**src/rtl/burst_pkg.sv**
```systemverilog
// Package: shared widths and the per-cycle operation code of the burst
// address sequencer. Assumes a fixed four-beat burst (two offset bits).
package burst_pkg;
    localparam int BEAT_W = 2;

    typedef enum logic [1:0] {
        OP_HOLD = 2'd0,   // nothing changes
        OP_LOAD = 2'd1,   // capture a new start address
        OP_STOP = 2'd2,   // deselect: end the burst
        OP_STEP = 2'd3    // advance the beat counter
    } burst_op_e;
endpackage

```
**src/rtl/burst_sel_decode.sv**
```systemverilog
// Module: burst_sel_decode
// Folds the three chip-select inputs into one "selected" flag.
// Assumes two active-low selects and one active-high select.
module burst_sel_decode (
    input  logic cs_a_n,
    input  logic cs_b_n,
    input  logic cs_c,
    output logic selected
);
    // Selected only when every select is at its active level.
    always_comb begin
        selected = (!cs_a_n) && (!cs_b_n) && cs_c;
    end
endmodule

```
**src/rtl/burst_op_decode.sv**
```systemverilog
// Module: burst_op_decode
// Turns the control inputs into one operation per cycle.
// Assumes the run qualifier has priority over everything else.
module burst_op_decode
    import burst_pkg::*;
(
    input  logic      run,
    input  logic      step,
    input  logic      selected,
    input  logic      active,
    output burst_op_e op
);
    // Priority: stall, then load/deselect, then advance of a live burst.
    always_comb begin
        if (!run) begin
            op = OP_HOLD;
        end else if (!step) begin
            op = selected ? OP_LOAD : OP_STOP;
        end else if (active) begin
            op = OP_STEP;
        end else begin
            op = OP_HOLD;
        end
    end
endmodule

```
**src/rtl/burst_order.sv**
```systemverilog
// Module: burst_order
// Maps the start offset and beat number to the current low address bits.
// Assumes order_il is static for the length of a burst.
module burst_order
    import burst_pkg::*;
(
    input  logic [BEAT_W-1:0] start_ofs,
    input  logic [BEAT_W-1:0] beat,
    input  logic              order_il,
    output logic [BEAT_W-1:0] cur_ofs
);
    logic [BEAT_W-1:0] seq_ofs;
    logic [BEAT_W-1:0] il_ofs;

    // Both orderings are built; the mode input picks one.
    always_comb begin
        seq_ofs = start_ofs + beat;
        il_ofs  = start_ofs ^ beat;
        cur_ofs = order_il ? il_ofs : seq_ofs;
    end
endmodule

```
**src/rtl/burst_addr_gen.sv**
```systemverilog
// Module: burst_addr_gen (top)
// Four-beat burst address sequencer. It latches the start address and the
// direction on load and steps a beat counter on advance. The low bits are
// ordered sequentially or interleaved; the upper bits stay as loaded.
// Assumes ADDR_W > BEAT_W.
module burst_addr_gen
    import burst_pkg::*;
#(
    parameter int ADDR_W = 17
) (
    input  logic              clk,
    input  logic              rst_n,
    input  logic              run,
    input  logic              step,
    input  logic              cs_a_n,
    input  logic              cs_b_n,
    input  logic              cs_c,
    input  logic              wr_req,
    input  logic              order_il,
    input  logic [ADDR_W-1:0] ext_addr,
    output logic [ADDR_W-1:0] burst_addr,
    output logic              burst_active,
    output logic              burst_wr
);
    localparam int HI_W = ADDR_W - BEAT_W;

    logic [HI_W-1:0]   hi_q;
    logic [BEAT_W-1:0] start_q;
    logic [BEAT_W-1:0] beat_q;
    logic              active_q;
    logic              wr_q;
    logic              selected;
    logic [BEAT_W-1:0] cur_ofs;
    burst_op_e         op;

    burst_sel_decode u_sel (
        .cs_a_n   (cs_a_n),
        .cs_b_n   (cs_b_n),
        .cs_c     (cs_c),
        .selected (selected)
    );

    burst_op_decode u_op (
        .run      (run),
        .step     (step),
        .selected (selected),
        .active   (active_q),
        .op       (op)
    );

    burst_order u_order (
        .start_ofs (start_q),
        .beat      (beat_q),
        .order_il  (order_il),
        .cur_ofs   (cur_ofs)
    );

    // Burst state: start address, beat counter, live flag, direction.
    always_ff @(posedge clk) begin
        if (!rst_n) begin
            hi_q     <= '0;
            start_q  <= '0;
            beat_q   <= '0;
            active_q <= 1'b0;
            wr_q     <= 1'b0;
        end else begin
            unique case (op)
                OP_LOAD: begin
                    hi_q     <= ext_addr[ADDR_W-1:BEAT_W];
                    start_q  <= ext_addr[BEAT_W-1:0];
                    beat_q   <= '0;
                    active_q <= 1'b1;
                    wr_q     <= wr_req;
                end
                OP_STOP: active_q <= 1'b0;
                OP_STEP: beat_q   <= beat_q + 1'b1;
                default: ;
            endcase
        end
    end

    // Output assembly: upper bits as loaded, low bits as ordered.
    always_comb begin
        burst_addr   = {hi_q, cur_ofs};
        burst_active = active_q;
        burst_wr     = wr_q;
    end
endmodule

```
**config.mk**
```make
export PLATFORM = sky130hd
export DESIGN_NAME = burst_addr_gen
export DESIGN_NICKNAME = d
export VERILOG_FILES = /design/src/rtl/burst_pkg.sv /design/src/rtl/burst_sel_decode.sv /design/src/rtl/burst_op_decode.sv /design/src/rtl/burst_order.sv /design/src/rtl/burst_addr_gen.sv
export SDC_FILE = /design/constraint.sdc
export NUM_CORES = 1
export LEC_CHECK = 0
export BUFFER_PORTS_ARGS = -buffer_cell sky130_fd_sc_hd__buf_2
export CAP_MARGIN = 20
export CELL_PAD_IN_SITES_DETAIL_PLACEMENT = 0
export CELL_PAD_IN_SITES_GLOBAL_PLACEMENT = 1
export CORE_UTILIZATION = 31
export DETAILED_ROUTE_END_ITERATION = 7
export MAX_ROUTING_LAYER = met4
export PLACE_DENSITY = 0.85
export SETUP_SLACK_MARGIN = 0.3
export SYNTH_ARGS = -nofsm -noshare
export SYNTH_HDL_FRONTEND = slang
export SYNTH_HIERARCHICAL = 1
export SYNTH_SLANG_ARGS = --single-unit
```
**constraint.sdc**
```tcl
create_clock -name clk -period 2.1 [get_ports clk]
set_input_delay 0.315 -clock clk [delete_from_list [all_inputs] [get_ports clk]]
set_output_delay 0.315 -clock clk [all_outputs]
set_load 0.05 [all_outputs]
```
# Yosys cells after proc, flatten, opt, wreduce, memory -nomap -nowiden
# Cells that the tools add are included.
dict set report totals {
  regBits 21
  in_bits 26
  out_inout_bits 19
  wordCells 24
}
dict set report op_classes {
  addsub 2
  eq_ne 3
  mux 7
  bitwise 1
  reduce_logical 6
}
# operator n
set ops {}
lappend ops {{two-way mux 2 bit} 5}
lappend ops {{== test 2 bit, second input constant} 2}
lappend ops {{one-hot mux 2 bit (2 select lines)} 1}
lappend ops {{nonzero test 2 bit} 2}
lappend ops {{adder 2 x 1 -> 2 bit, second input constant} 1}
lappend ops {{adder 2 bit} 1}
lappend ops {{== test 2 x 1 -> 1 bit, second input constant} 1}
lappend ops {{logical AND 1 bit} 2}
lappend ops {{logical NOT 1 bit} 2}
lappend ops {{one-hot mux 1 bit (2 select lines)} 1}
lappend ops {{bitwise XOR 2 bit} 1}

# Longest topological paths before layout
dict set report depth {
  depth_word 8
  ltp_mapped 9
  depth_no_buf 7
}

# Cells and area by module
# Netlist, hierarchy kept.
# module instances cells_per_inst area_per_inst_um2 seq_area_each_um2
set by_module_without_submodules {}
lappend by_module_without_submodules {burst_addr_gen 1 76 802.0 420.4}
lappend by_module_without_submodules {burst_order 1 4 36.3 0.0}
lappend by_module_without_submodules {burst_op_decode 1 5 33.8 0.0}
lappend by_module_without_submodules {burst_sel_decode 1 1 12.5 0.0}

# Worst setup path after synthesis
# Ideal clock, no wire load.
dict set report synth_timing {
  kind {register to register}
  from {reg active_q (netlist: burst_active)}
  to {reg beat_q[1]}
  setup_ns 0.091
  arrival_ns 1.834
  required_ns 2.009
  path_slack_ns 0.175
  stages_incl_launch_ff 8
  n_path_buf 1
  period_less_slack_ns 1.925
  path_cell_list {dfxtp_1 > and2_2 > o21a_1 > inv_1 > ha_1 > buf_6 > or2_1 > a311oi_1}
}
dict set report synth_via {
  elab_chain_cells 5
  elab_cells_between_ends 7
  cone_classes {eq/ne: 2; mux: 4; reduce/logical: 1}
}
# element line
set synth_lines {}
lappend synth_lines {{from (decl)} burst_addr_gen.sv:30} ;# logic active_q;
lappend synth_lines {{from (signal assigned)} burst_addr_gen.sv:64} ;# active_q <= 1'b0;
lappend synth_lines {{from (signal assigned)} burst_addr_gen.sv:72} ;# active_q <= 1'b1;
lappend synth_lines {{from (signal assigned)} burst_addr_gen.sv:75} ;# OP_STOP: active_q <= 1'b0;
lappend synth_lines {{two-way mux 2 bit *} burst_op_decode.sv:19} ;# end else if (active) begin
lappend synth_lines {{two-way mux 2 bit *} burst_op_decode.sv:17} ;# end else if (!step) begin
lappend synth_lines {{two-way mux 2 bit *} burst_op_decode.sv:15} ;# if (!run) begin
lappend synth_lines {{net op[1]} burst_addr_gen.sv:34} ;# burst_op_e op;
lappend synth_lines {{== test 2 bit / == test 2 x 1 -> 1 bit (equally long branches)} burst_addr_gen.sv:67} ;# unique case (op)
lappend synth_lines {{one-hot mux 2 bit (2 select lines) / nonzero test 2 bit (equally long branches)} --}
lappend synth_lines {{to (signal assigned)} burst_addr_gen.sv:76} ;# OP_STEP: beat_q <= beat_q + 1'b1;
lappend synth_lines {{to (decl)} burst_addr_gen.sv:29} ;# logic [BEAT_W-1:0] beat_q;
# The timed path passes the listed nets; every way through them passes the cells marked *.
# A chain may end at the register's enable or synchronous reset.

# Final worst setup path
dict set report layout_timing {
  from {reg beat_q[0]}
  to {out burst_addr[1]}
}
dict set report layout_via {
  elab_chain_cells 2
}
# element line
set layout_lines {}
lappend layout_lines {{adder 2 bit} burst_order.sv:17} ;# seq_ofs = start_ofs + beat;
lappend layout_lines {{two-way mux 2 bit} burst_order.sv:19} ;# cur_ofs = order_il ? il_ofs : seq_ofs;
lappend layout_lines {{to (decl)} burst_addr_gen.sv:21} ;# output logic [ADDR_W-1:0] burst_addr,
# Every way passes these cells.

==> results_dict.tcl <==
set metrics [dict create \
    core_area_um2 2730 \
    cts-root-buf "clkbuf_4" \
    cts_tree "yes" \
    tightest_slew_ns 0.632 \
    viasPerCell 4.50 \
    grt_pass1_vias 699 \
    switching_share_pct 27.8 \
    area_growth_pct 31.1 \
    outcome "finished, violations left" \
    hold_ws_ns 0.242 \
    synth_nets 116 \
    postCtsSetupBuffers 0 \
    pin_count 45 \
    synthTopCellsByCount "dfxtp_1, nor2_1, mux2i_1" \
    io_buffers 44 \
    detail_route.iter0.violations 4 \
    crit_buf_inv 1 \
    rows 19 \
    met1Wirelength_um 705 \
    synth_top_area_share_pct 47.5 \
    clockBufferDepth 2 \
    violations "design-rule violations" \
    setup-tns-final_ns 0 \
    n_antenna_cell 0 \
    final_util_pct 42.4 \
    firstDrtPassIters 5 \
    route.detailed.drc 2 \
    power.density_nw_per_um2 633 \
    synth_async_sr_flop_share_pct 0 \
    grt_pass1_wl_um 2730 \
    rsz0062_at_grt "no" \
    yosysMostFrequentCell "dfxtp_1" \
    grt_overflow 0 \
    maxSlewViolCount 0 \
    grt_use_total_pct 11.2 \
    synth_edf_count 0 \
    wl_met2_um 820 \
    preCtsSetupSlack_ns 0.266 \
    fillers 278 \
    wire_per_inst_um 9.75 \
    yosys-top-cells-area "dfxtp_1, mux2i_1, nor2_1, ha_1, buf_6" \
    ant_nets 0 \
    clk_pin_slew_ns 0.12 \
    dieHeight_um 55.4 \
    multi_input_area_um2 423 \
    setup_violations 0 \
    fin_crit_sh_pct 81.7 \
    hold_buffers 0 \
    numCtsBuffers 3 \
    insertion_delay_ns 0.30 \
    seq_area_um2 422 \
    slew_headroom_pct 57.8 \
    cpMaxStageDelayCell "dfxtp_1" \
    avgSynthCellArea_um2 10.3 \
    fin_skew_ns 0.00320 \
    fmax_mhz 583 \
    htree_levels 1 \
    setup_slack_ns 0.385 \
    wl_met3_um 46 \
    synth-seq-area-share_pct 47.5 \
    cts_resized 0 \
    max_stage_delay_ns 0.39 \
    start_util_pct 32.4 \
    ys_types 20 \
    via_count 734 \
    post-route-min-period_ns 1.71 \
    grt_antenna_before_repair 0 \
    layout-drive-gt1-share_pct 41.7 \
    pwr-share-comb_pct 16.8 \
    dieArea_um2 3070 \
    leakage_nw 0.543 \
    crit_chain "ha_1 -> nor2b_1 -> xnor2_1 -> buf_2" \
    pwr-share-seq_pct 56.7 \
    max_cap_violations 0 \
    critPathLaunchType "flip-flop" \
    ir_drop_mv 0.351 \
    synth_top_area_cell "dfxtp_1" \
    syn_inst 86 \
    ys_warn_count 6 \
    worst_setup_path_end_kind "primary output" \
    drt_wl_total_um 1590 \
    highest_layer "met4" \
    ys_seq_elements 21 \
    hold_path_class "in2reg" \
    arrival_ns 1.40 \
    ys.flop_type "dfxtp_1" \
    nNetsFinal 163 \
    die_w_um 55.4 \
    cp.required_ns 1.78 \
    pwr-share-clk_pct 26.5 \
    crit_family "flip-flops" \
    place.gp.congestion 0.653 \
    power.internal_uw 530 \
    p_sw_uw 204 \
    cts_sinks 21 \
    syn-cell-area_um2 885 \
    hold_viol 0 \
    grt_max_degree 22 \
    post-dp-hpwl_um 1260 \
    crit_path_max_fanout 4 \
    critical_path_class "reg2out" \
]
[per-layer routing]
metal | GRT usage, % | up-vias
met5 | - | -
met4 | 6.43 | 0
met3 | 1.87 | 2
met2 | 19.4 | 13
met1 | 11.9 | 342
li1 | - | 377
[state kept, by name, summed over array words and instances (netlist names)]
register	cells
burst_wr	1
start_q	2
hi_q	15
beat_q	2
burst_active	1
[path summary, 6_finish.rpt]
check	start	end	slack, ns	cells after the start
min	ext_addr[3]	hi_q[1]	0.24	3
max reg2reg	burst_active	beat_q[0]	0.45	5
max	beat_q[0]	burst_addr[1]	0.39	4
min reg2reg	burst_active	burst_active	0.46	2
[power by group through the flow]
stage                     registers, mW  clock network, mW  logic, mW
after CTS                         0.416              0.207      0.125
after detailed placement          0.425                  0      0.125
final                             0.416              0.194      0.124
after global placement            0.424                  0      0.123
after floorplan                   0.460                  0     0.0511
after global routing              0.418              0.226      0.135
[cell families after synthesis]
group	share of synthesized area, %
flops	47.5
fa+ha+maj	5.66
buf+inv	4.67
simple gates	15.4
mux	20.4
xor+xnor	1.98
compound gates	4.38
[through the flow]
| step | area (µm²) | std cells | total power, mW |
|---|---|---|---|
| final | 1160 | 163 | 0.734 |
| after global routing | 1160 | 163 | 0.779 |
| after CTS | 1160 | 163 | 0.748 |
| after detailed placement | 1130 | 159 | 0.550 |
| after global placement | 1130 | 159 | 0.547 |
| after floorplan | 886 | 86 | 0.511 |
[cell usage in the layout, fill, tap and decap left out]
master	instances
nor2b_1	1
inv_1	3
clkbuf_4	3
or2_2	1
nor2_1	19
a21oi_1	3
or3b_2	1
nor3b_2	1
and2b_1	1
o21a_1	2
dfxtp_1	20
nand2_1	1
and2_2	1
ha_1	4
nand2b_1	1
buf_4	2
xnor2_1	2
buf_2	44
or2_1	1
dfxtp_2	1
clkinvlp_4	1
mux2i_1	18
a311oi_1	1
[cell type report]
type | count | share of cell area, %
multi-input combinational | 58 | 36.5
sequential | 21 | 36.4
timing repair buffer | 46 | 20.3
tap | 31 | 3.34
clock buffer | 3 | 1.94
inverter | 3 | 0.971
clock inverter | 1 | 0.647
[tightest hold or removal path, cell delays in order]
cell	delay, ns
buf_2	0.08
mux2i_1	0.05
nor2_1	0.07
Power figures use the tool's default switching activity.
